===== src/rtl/tpp_pkg.sv =====
package tpp_pkg;
    typedef enum logic [1:0] {
        BUS_IDLE  = 2'd0,
        BUS_READ  = 2'd1,
        BUS_WRITE = 2'd2
    } bus_state_e;

    localparam logic [1:0] SEL_A    = 2'd0;
    localparam logic [1:0] SEL_B    = 2'd1;
    localparam logic [1:0] SEL_C    = 2'd2;
    localparam logic [1:0] SEL_CTRL = 2'd3;

    localparam int DIR_A  = 4;
    localparam int DIR_B  = 1;
    localparam int DIR_CU = 3;
    localparam int DIR_CL = 0;
    localparam int KIND   = 7;

    localparam logic [7:0] CFG_RESET = 8'h9B;
endpackage


===== src/rtl/tpp_bus_fsm.sv =====
module tpp_bus_fsm
    import tpp_pkg::*;
(
    input  logic clk,
    input  logic rst,
    input  logic cs_n,
    input  logic rd_n,
    input  logic wr_n,
    output logic wr_pulse,
    output logic rd_drive
);
    bus_state_e state_q, state_d;
    logic       sel;

    assign sel = ~cs_n;

    always_ff @(posedge clk) begin
        if (rst) state_q <= BUS_IDLE;
        else     state_q <= state_d;
    end

    always_comb begin
        state_d = state_q;
        unique case (state_q)
            BUS_IDLE: begin
                if (sel && !wr_n)      state_d = BUS_WRITE;
                else if (sel && !rd_n) state_d = BUS_READ;
            end
            BUS_READ:  if (!sel || rd_n) state_d = BUS_IDLE;
            BUS_WRITE: if (!sel || wr_n) state_d = BUS_IDLE;
            default:   state_d = BUS_IDLE;
        endcase
    end

    always_comb begin
        wr_pulse = (state_q == BUS_IDLE) && (state_d == BUS_WRITE);
        rd_drive = (state_q == BUS_READ) && sel && !rd_n;
    end
endmodule


===== src/rtl/tpp_mode_reg.sv =====
module tpp_mode_reg
    import tpp_pkg::*;
#(
    parameter int DATA_W = 8,
    parameter int SEL_W  = $clog2(DATA_W)
) (
    input  logic              clk,
    input  logic              rst,
    input  logic              wr_pulse,
    input  logic [1:0]        addr,
    input  logic [DATA_W-1:0] din,
    output logic [DATA_W-1:0] mode_q,
    output logic              mode_wr,
    output logic              bit_wr,
    output logic [SEL_W-1:0]  bit_sel,
    output logic              bit_val
);
    logic ctrl_hit;

    always_comb begin
        ctrl_hit = wr_pulse && (addr == SEL_CTRL);
        mode_wr  = ctrl_hit && din[KIND];
        bit_wr   = ctrl_hit && !din[KIND];
        bit_sel  = din[SEL_W:1];
        bit_val  = din[0];
    end

    always_ff @(posedge clk) begin
        if (rst)          mode_q <= DATA_W'(CFG_RESET);
        else if (mode_wr) mode_q <= din;
    end
endmodule


===== src/rtl/tpp_port_latch.sv =====
module tpp_port_latch #(
    parameter int W = 8
) (
    input  logic         clk,
    input  logic         rst,
    input  logic         clear,
    input  logic         load,
    input  logic [W-1:0] din,
    input  logic [W-1:0] bit_mask,
    input  logic         bit_val,
    output logic [W-1:0] q
);
    always_ff @(posedge clk) begin
        if (rst || clear) q <= '0;
        else if (load)    q <= din;
        else              q <= (q & ~bit_mask) | (bit_mask & {W{bit_val}});
    end
endmodule


===== src/rtl/tri_port_pio.sv =====
module tri_port_pio
    import tpp_pkg::*;
#(
    parameter int DATA_W = 8
) (
    input  logic              clk,
    input  logic              rst,
    input  logic              cs_n,
    input  logic              rd_n,
    input  logic              wr_n,
    input  logic [1:0]        addr,
    input  logic [DATA_W-1:0] din,
    output logic [DATA_W-1:0] dout,
    output logic              dout_oe,
    input  logic [DATA_W-1:0] pa_in,
    output logic [DATA_W-1:0] pa_out,
    output logic [DATA_W-1:0] pa_oe,
    input  logic [DATA_W-1:0] pb_in,
    output logic [DATA_W-1:0] pb_out,
    output logic [DATA_W-1:0] pb_oe,
    input  logic [DATA_W-1:0] pc_in,
    output logic [DATA_W-1:0] pc_out,
    output logic [DATA_W-1:0] pc_oe
);
    localparam int NIB    = DATA_W / 2;
    localparam int SEL_W  = $clog2(DATA_W);
    localparam int NPORTS = 3;

    logic              wr_pulse, rd_drive;
    logic [DATA_W-1:0] mode_q;
    logic              mode_wr, bit_wr, bit_val;
    logic [SEL_W-1:0]  bit_sel;
    logic [DATA_W-1:0] c_mask;
    logic [DATA_W-1:0] latch_q [NPORTS];
    logic              a_in, b_in, cu_in, cl_in;
    logic [DATA_W-1:0] rd_val;

    tpp_bus_fsm u_bus (
        .clk      (clk),
        .rst      (rst),
        .cs_n     (cs_n),
        .rd_n     (rd_n),
        .wr_n     (wr_n),
        .wr_pulse (wr_pulse),
        .rd_drive (rd_drive)
    );

    tpp_mode_reg #(.DATA_W(DATA_W), .SEL_W(SEL_W)) u_mode (
        .clk      (clk),
        .rst      (rst),
        .wr_pulse (wr_pulse),
        .addr     (addr),
        .din      (din),
        .mode_q   (mode_q),
        .mode_wr  (mode_wr),
        .bit_wr   (bit_wr),
        .bit_sel  (bit_sel),
        .bit_val  (bit_val)
    );

    assign c_mask = bit_wr ? (DATA_W'(1) << bit_sel) : '0;

    for (genvar g = 0; g < NPORTS; g++) begin : g_port
        tpp_port_latch #(.W(DATA_W)) u_latch (
            .clk      (clk),
            .rst      (rst),
            .clear    (mode_wr),
            .load     (wr_pulse && (addr == 2'(g))),
            .din      (din),
            .bit_mask ((g == 2) ? c_mask : '0),
            .bit_val  (bit_val),
            .q        (latch_q[g])
        );
    end

    always_comb begin
        a_in  = mode_q[DIR_A];
        b_in  = mode_q[DIR_B];
        cu_in = mode_q[DIR_CU];
        cl_in = mode_q[DIR_CL];
        pa_out = latch_q[0];
        pb_out = latch_q[1];
        pc_out = latch_q[2];
        pa_oe  = {DATA_W{~a_in}};
        pb_oe  = {DATA_W{~b_in}};
        pc_oe  = {{NIB{~cu_in}}, {NIB{~cl_in}}};
    end

    always_comb begin
        unique case (addr)
            SEL_A:    rd_val = a_in ? pa_in : latch_q[0];
            SEL_B:    rd_val = b_in ? pb_in : latch_q[1];
            SEL_C:    rd_val = {cu_in ? pc_in[DATA_W-1:NIB] : latch_q[2][DATA_W-1:NIB],
                                cl_in ? pc_in[NIB-1:0]      : latch_q[2][NIB-1:0]};
            default:  rd_val = mode_q;
        endcase
        dout_oe = rd_drive;
        dout    = rd_drive ? rd_val : '0;
    end
endmodule


===== config.mk =====
export PLATFORM = sky130hd
export DESIGN_NAME = tri_port_pio
export DESIGN_NICKNAME = d
export VERILOG_FILES = /design/src/rtl/tpp_pkg.sv /design/src/rtl/tpp_bus_fsm.sv /design/src/rtl/tpp_mode_reg.sv /design/src/rtl/tpp_port_latch.sv /design/src/rtl/tri_port_pio.sv
export SDC_FILE = /design/constraint.sdc
export NUM_CORES = 1
export LEC_CHECK = 0
export BUFFER_PORTS_ARGS = -buffer_cell sky130_fd_sc_hd__buf_2
export CAP_MARGIN = 25
export CORE_MARGIN = 1.5
export CORE_UTILIZATION = 50
export CTS_CLUSTER_SIZE = 25
export DETAILED_ROUTE_END_ITERATION = 7
export PLACE_DENSITY = 0.82
export SLEW_MARGIN = 0
export SYNTH_ARGS = -nofsm -noshare
export SYNTH_HDL_FRONTEND = slang
export SYNTH_SLANG_ARGS = --single-unit

===== constraint.sdc =====
create_clock -name clk -period 2.65 [get_ports clk]
set_clock_uncertainty 0.05 [all_clocks]
set_input_delay 0.53 -clock clk [delete_from_list [all_inputs] [get_ports clk]]
set_output_delay 0.53 -clock clk [all_outputs]
set_load 0.05 [all_outputs]

# After elaboration in Yosys (flattened, before gate mapping)
# Cells that the tools add are included.
[word_totals] regBits=34 latch_bits=0 mem_bits_rw=0 romBits=0 in_bits=39 output_inout_bits=57 memories=0
[op_classes] addsub=0 n_mul=0 n_div=0 magnitude_cmp=0 n_eq_ne=6 shifts=1 n_mux=13 bitwise_logic=9 n_reduce_logical=19
[op_table] operator="$mux W8" count=5
[op_table] operator="$pmux W8 S3" count=1
[op_table] operator="$and A8 B8 Y8" count=2
[op_table] operator="$logic_and A1 B1 Y1" count=11
[op_table] operator="$eq A2 B2 Y1 const B" count=4
[op_table] operator="$mux W2" count=4
[op_table] operator="$mux W4" count=2
[op_table] operator="$not A8 Y8" count=1
[op_table] operator="$or A8 B8 Y8" count=1
[op_table] operator="$shl A1 B3 Y8 const A" count=1
[op_table] operator="$pmux W2 S3" count=1
[op_table] operator="$not A1 Y1" count=5
[op_table] operator="$eq A2 B1 Y1 const B" count=2
[op_table] operator="$logic_not A2 Y1" count=2
[op_table] operator="$logic_not A1 Y1" count=3
[op_table] operator="$logic_or A1 B1 Y1" count=3

# Depth between registers and ports, before layout
[depth] ltp_word=14 ltp_mapped=6

# Hierarchy
# A second synthesis with hierarchy kept.
[hier_totals] cells_unflattened=257 hier_area_um2=2403.6
[by_module_without_submodules] mod="tpp_port_latch" n_inst=3 cells_each=34 area_per_inst_um2=392.9 seq_area_each_um2=160.2
[by_module_without_submodules] mod="tri_port_pio" n_inst=1 cells_each=109 area_per_inst_um2=768.2 seq_area_each_um2=0.0
[by_module_without_submodules] mod="tpp_mode_reg" n_inst=1 cells_each=39 area_per_inst_um2=369.1 seq_area_each_um2=160.2
[by_module_without_submodules] mod="tpp_bus_fsm" n_inst=1 cells_each=7 area_per_inst_um2=87.6 seq_area_each_um2=40.0

# Worst setup path after synthesis
# Ideal clock, no wire load.
[synth_timing] path_type="reg2out" startpoint="register u_mode.mode_q[0]" endpoint="output dout[0]" arrival_ps=2041 slack_ps=29 path_stages_with_launch=5 path_buffers=1 path_cell_list="dfxtp_1 clkbuf_1 inv_1 mux4_2 nor2_1"
[synth_between] elab_chain_cells=3
[synth_rtl] element="start, declared" line="tpp_mode_reg.sv:12" text="output logic [DATA_W-1:0] mode_q,"
[synth_rtl] element="start signal, assigned" line="tpp_mode_reg.sv:29" text="if (rst) mode_q <= DATA_W'(CFG_RESET);"
[synth_rtl] element="start signal, assigned" line="tpp_mode_reg.sv:30" text="else if (mode_wr) mode_q <= din;"
[synth_rtl] element="$mux W4" line="tri_port_pio.sv:94" text="cl_in ? pc_in[NIB-1:0] : latch_q[2][NIB-1:0]};"
[synth_rtl] element="$pmux W8 S3 *" line="tri_port_pio.sv:90" text="unique case (addr)"
[synth_rtl] element="$mux W8 *" line="tri_port_pio.sv:98" text="dout = rd_drive ? rd_val : '0;"
[synth_rtl] element="end, declared" line="tri_port_pio.sv:13" text="output logic [DATA_W-1:0] dout,"
# Mark *: on every way between the ends. The rest lies on a longest branch, timed or not.

# Worst setup path after layout
[layout_timing] startpoint="register u_mode.mode_q[1]" endpoint="output dout[4]"
[layout_between] elab_chain_cells=3
[layout_rtl] element="$mux W8" line="tri_port_pio.sv:92" text="SEL_B: rd_val = b_in ? pb_in : latch_q[1];"
[layout_rtl] element="$pmux W8 S3" line="tri_port_pio.sv:90"
[layout_rtl] element="$mux W8" line="tri_port_pio.sv:98"
# No other way between the ends.

==> impl_table.tex <==
\begin{tabular}{lr}
\hline
Metric & Value \\
\hline
\multicolumn{2}{l}{\textbf{Outcome}} \\
\quad Status & completed \\
\multicolumn{2}{l}{\textbf{Synthesis}} \\
\quad Synthesized area per cell & 9.219 um\^{}2 \\
\quad Yosys cell types & 37 \\
\quad Number of cells produced by synthesis & 239 \\
\quad Sequential share of the synthesized area & 30.89\% \\
\quad Syn\_nets & 278 \\
\quad Mapped cell area & 2203 um\^{}2 \\
\quad Register bit total from synthesis & 34 \\
\quad Count of synthesis-stage warnings from yosys & 0 \\
\multicolumn{2}{l}{\textbf{Placement}} \\
\quad Worst setup slack after placement & 326.6 ps \\
\quad Count of buffers inserted at the top-level ports & 95 \\
\quad Weighted congestion at the end of routability-driven global placement & 0.8754 \\
\quad Estimated wirelength of the detail-placed design & 4239 um \\
\quad Placed Instance Area & 2539 um\^{}2 \\
\multicolumn{2}{l}{\textbf{Route}} \\
\quad Vias per cell & 5.403 \\
\quad Antenna viol nets, final & 0 \\
\quad Remaining DRCs & 0 \\
\quad Average wire length per cell after detail routing & 15.56 um \\
\quad Sum of routed wire length over all layers & 5603 um \\
\quad Detailed router's first-iteration violation count & 77 \\
\quad Number of iterations in the first detailed-routing pass & 4 \\
\quad Total via count in the routed design & 1945 \\
\multicolumn{2}{l}{\textbf{Floorplan}} \\
\quad Starting density of the core & 53.54\% \\
\quad Die outline height & 69.39 um \\
\quad Floorplan core area & 4115 um\^{}2 \\
\quad IO Count & 96 \\
\quad Number of core rows & 23 \\
\quad Die X & 69.39 um \\
\quad Die area & 4814 um\^{}2 \\
\multicolumn{2}{l}{\textbf{Global route}} \\
\quad Largest net degree at the start of global routing & 16 \\
\quad Total routing usage reported by global routing & 23.35\% \\
\quad Global-route wire length before repair & 8894 um \\
\quad Vias in the first global route & 1793 \\
\quad Antenna violations before repair & 0 \\
\quad Total congestion overflow & 0 \\
\multicolumn{2}{l}{\textbf{Setup path}} \\
\quad Type of origin of the critical path & register \\
\quad Slowest stage delay, CP & 490 ps \\
\quad Critical Setup Path Class & reg2out \\
\quad Sum of buffers and inverters on the critical path & 2 \\
\quad Worst path cell trace & buf\_4 > mux2i\_1 > mux4\_2 > nor2\_1 > buf\_2 \\
\quad Highest-delay cell along the critical path & sky130\_fd\_sc\_hd\_\_dfxtp\_1 \\
\quad Nature of the critical path endpoint & output port \\
\quad Cell class contributing the biggest share of worst-path delay & multiplexers \\
\quad Data required, critical path & 2070 ps \\
\quad Critical path peak fanout & 5 \\
\quad CP Data Arrival Time & 1900 ps \\
\multicolumn{2}{l}{\textbf{Power and ir drop}} \\
\quad Power, Total & 1.134 mW \\
\quad PwrDens & 433.5 nW/um\^{}2 \\
\quad Leak Pwr & 1.478 nW \\
\quad Worst VDD drop & 221.1 uV \\
\multicolumn{2}{l}{\textbf{Clocking}} \\
\quad Total CTS buffers & 5 \\
\quad TritonCTS sink count & 34 \\
\quad Post-CTS Setup Repair Bufs & 0 \\
\quad Clock root cell & sky130\_fd\_sc\_hd\_\_clkbuf\_8 \\
\quad Cts hold-fix bufs & 0 \\
\quad Clk\_lat worst skew & 280 ps \\
\quad Clock slew seen by the registers of the worst setup and hold paths & 60 ps \\
\quad Count of instances resized after the clock tree is built & 0 \\
\quad Max Root-Sink Buffers & 2 \\
\quad \# H-tree levels & 2 \\
\quad CTS tree & yes \\
\multicolumn{2}{l}{\textbf{Timing}} \\
\quad RSZ-0062 raised after global routing & false \\
\quad Worst Max-Slew Pin Slew & 429.8 ps \\
\quad Number of hold-slack violations in the final timing report & 0 \\
\quad Setup violation total in the final timing report & 0 \\
\quad Post-route fraction of the period consumed by the critical path & 93.70\% \\
\quad Slew Limit Fails & 0 \\
\quad Hold slack final & 378.1 ps \\
\quad Final Worst Setup Slack & 167.0 ps \\
\quad Worst slew slack as a fraction of its limit & 71.35\% \\
\quad Achievable Freq & 402.7 MHz \\
\quad Setup TNS & 0 ps \\
\quad Min Clock Period, post-route & 2483 ps \\
\multicolumn{2}{l}{\textbf{Final layout}} \\
\quad Leading cell type in the layout, fill and taps excluded & sky130\_fd\_sc\_hd\_\_buf\_2 \\
\quad Area used by multi-input combinational logic & 1185 um\^{}2 \\
\quad Top library cells by usage in the layout, fill and taps aside & sky130\_fd\_sc\_hd\_\_buf\_2 (95), sky130\_fd\_sc\_hd\_\_mux2i\_1 (42), sky130\_fd\_sc\_hd\_\_dfxtp\_1 (34) \\
\quad Final instance area & 2615 um\^{}2 \\
\quad Share of post-route cells with drive strength above 1 & 42.58\% \\
\quad Count of antenna diodes in the layout & 0 \\
\quad Layout Area Growth over Synthesis & 18.68\% \\
\quad Count of filler cells inserted in the layout & 370 \\
\quad Count of nets after finishing & 349 \\
\quad Area used by sequential logic in the layout & 680.7 um\^{}2 \\
\multicolumn{2}{l}{\textbf{Min path}} \\
\quad Hold Crit Class & reg2reg \\
\multicolumn{2}{l}{\textbf{Job}} \\
\quad Number of max-cap violations & 0 \\
\hline
\end{tabular}
## final timing paths
kind | start | endpoint | slack (ps) | depth (start not counted)
max | u_mode.mode_q[1]$_SDFFE_PP1P_ | dout[4] | 170 | 5
max reg2reg | u_bus.state_q[0]$_SDFF_PP0_ | g_port[1].u_latch.q[6]$_SDFFE_PP0P_ | 770 | 5
min reg2reg | u_mode.mode_q[7]$_SDFFE_PP1P_ | u_mode.mode_q[7]$_SDFFE_PP1P_ | 380 | 2
min | u_mode.mode_q[7]$_SDFFE_PP1P_ | u_mode.mode_q[7]$_SDFFE_PP1P_ | 380 | 2
## layout make-up
type / instances / area share (%)
Clock buffer: 7 / 2.919
Inverter: 14 / 2.010
Multi-Input combinational cell: 149 / 45.31
Sequential cell: 34 / 26.03
Tap cell: 50 / 2.392
Timing Repair Buffer: 106 / 21.34
## worst reg2reg max path, stage by stage (launching register included)
cell,delay (ps)
sky130_fd_sc_hd__dfxtp_1,360
sky130_fd_sc_hd__nor4_4,430
sky130_fd_sc_hd__nand4_2,370
sky130_fd_sc_hd__nand2b_1,210
sky130_fd_sc_hd__buf_4,260
sky130_fd_sc_hd__nor2_1,90
## routing by layer
layer	track usage, %	routed length, um
met5	0	0
met4	6.972	59
met3	4.797	359
met2	39.42	2683
met1	30.01	2501
## where the power goes
group	switching, mW	leakage, nW	internal [mW]
clock	0.175	0.0383	0.181
sequential	0.0102	0.275	0.522
combinational	0.154	1.16	0.0922
## stage by stage
step / util (%) / std cells
3_5_place_dp: 61.69 / 353
4_1_cts: 63.55 / 360
3_3_place_gp: 61.69 / 353
5_1_grt: 63.55 / 360
6_report: 63.55 / 360
2_1_floorplan: - / 239
## kinds of logic after synthesis
family | Yosys count | synth area share, %
mux | 49 | 26.23
simple gates | 63 | 15.22
buf+inv | 56 | 15.33
compound gates | 37 | 12.32
flops | 34 | 30.89
## synthesized netlist by cell type
library cell	instances	area (um^2)
sky130_fd_sc_hd__o22ai_1	1	6.260
sky130_fd_sc_hd__o32ai_1	2	17.52
sky130_fd_sc_hd__nand4_2	1	12.51
sky130_fd_sc_hd__nand2b_1	6	37.54
sky130_fd_sc_hd__a21boi_0	1	7.510
sky130_fd_sc_hd__buf_2	12	60.06
sky130_fd_sc_hd__o311ai_0	1	8.760
sky130_fd_sc_hd__nand3b_1	1	7.510
sky130_fd_sc_hd__a211o_1	5	43.79
sky130_fd_sc_hd__nor2_1	27	101.4
sky130_fd_sc_hd__o41ai_1	1	8.760
sky130_fd_sc_hd__nor3b_2	1	12.51
sky130_fd_sc_hd__and2_1	1	6.260
sky130_fd_sc_hd__buf_6	4	45.04
sky130_fd_sc_hd__nor4_1	1	6.260
sky130_fd_sc_hd__or4b_1	1	10.01
sky130_fd_sc_hd__o31a_1	1	8.760
sky130_fd_sc_hd__buf_4	22	165.2
sky130_fd_sc_hd__a211oi_1	2	15.01
sky130_fd_sc_hd__a21oi_1	8	40.04
sky130_fd_sc_hd__nand2_1	7	26.28
sky130_fd_sc_hd__dfxtp_1	34	680.7
sky130_fd_sc_hd__nor2_2	7	43.79
sky130_fd_sc_hd__nor3_1	3	15.01
sky130_fd_sc_hd__a21bo_2	1	10.01
sky130_fd_sc_hd__o31ai_1	4	30.03
sky130_fd_sc_hd__nor3b_1	1	7.510
sky130_fd_sc_hd__nor2b_1	2	12.51
sky130_fd_sc_hd__nand3_1	3	15.01
sky130_fd_sc_hd__o21ai_0	6	30.03
sky130_fd_sc_hd__o21a_1	1	7.510
sky130_fd_sc_hd__mux4_2	7	157.7
sky130_fd_sc_hd__nor4_4	1	21.27
sky130_fd_sc_hd__inv_1	14	52.55
sky130_fd_sc_hd__mux2i_1	42	420.4
sky130_fd_sc_hd__clkbuf_1	4	15.01
sky130_fd_sc_hd__a211oi_2	3	37.54
Note: power is estimated with default switching activity, not from simulation.
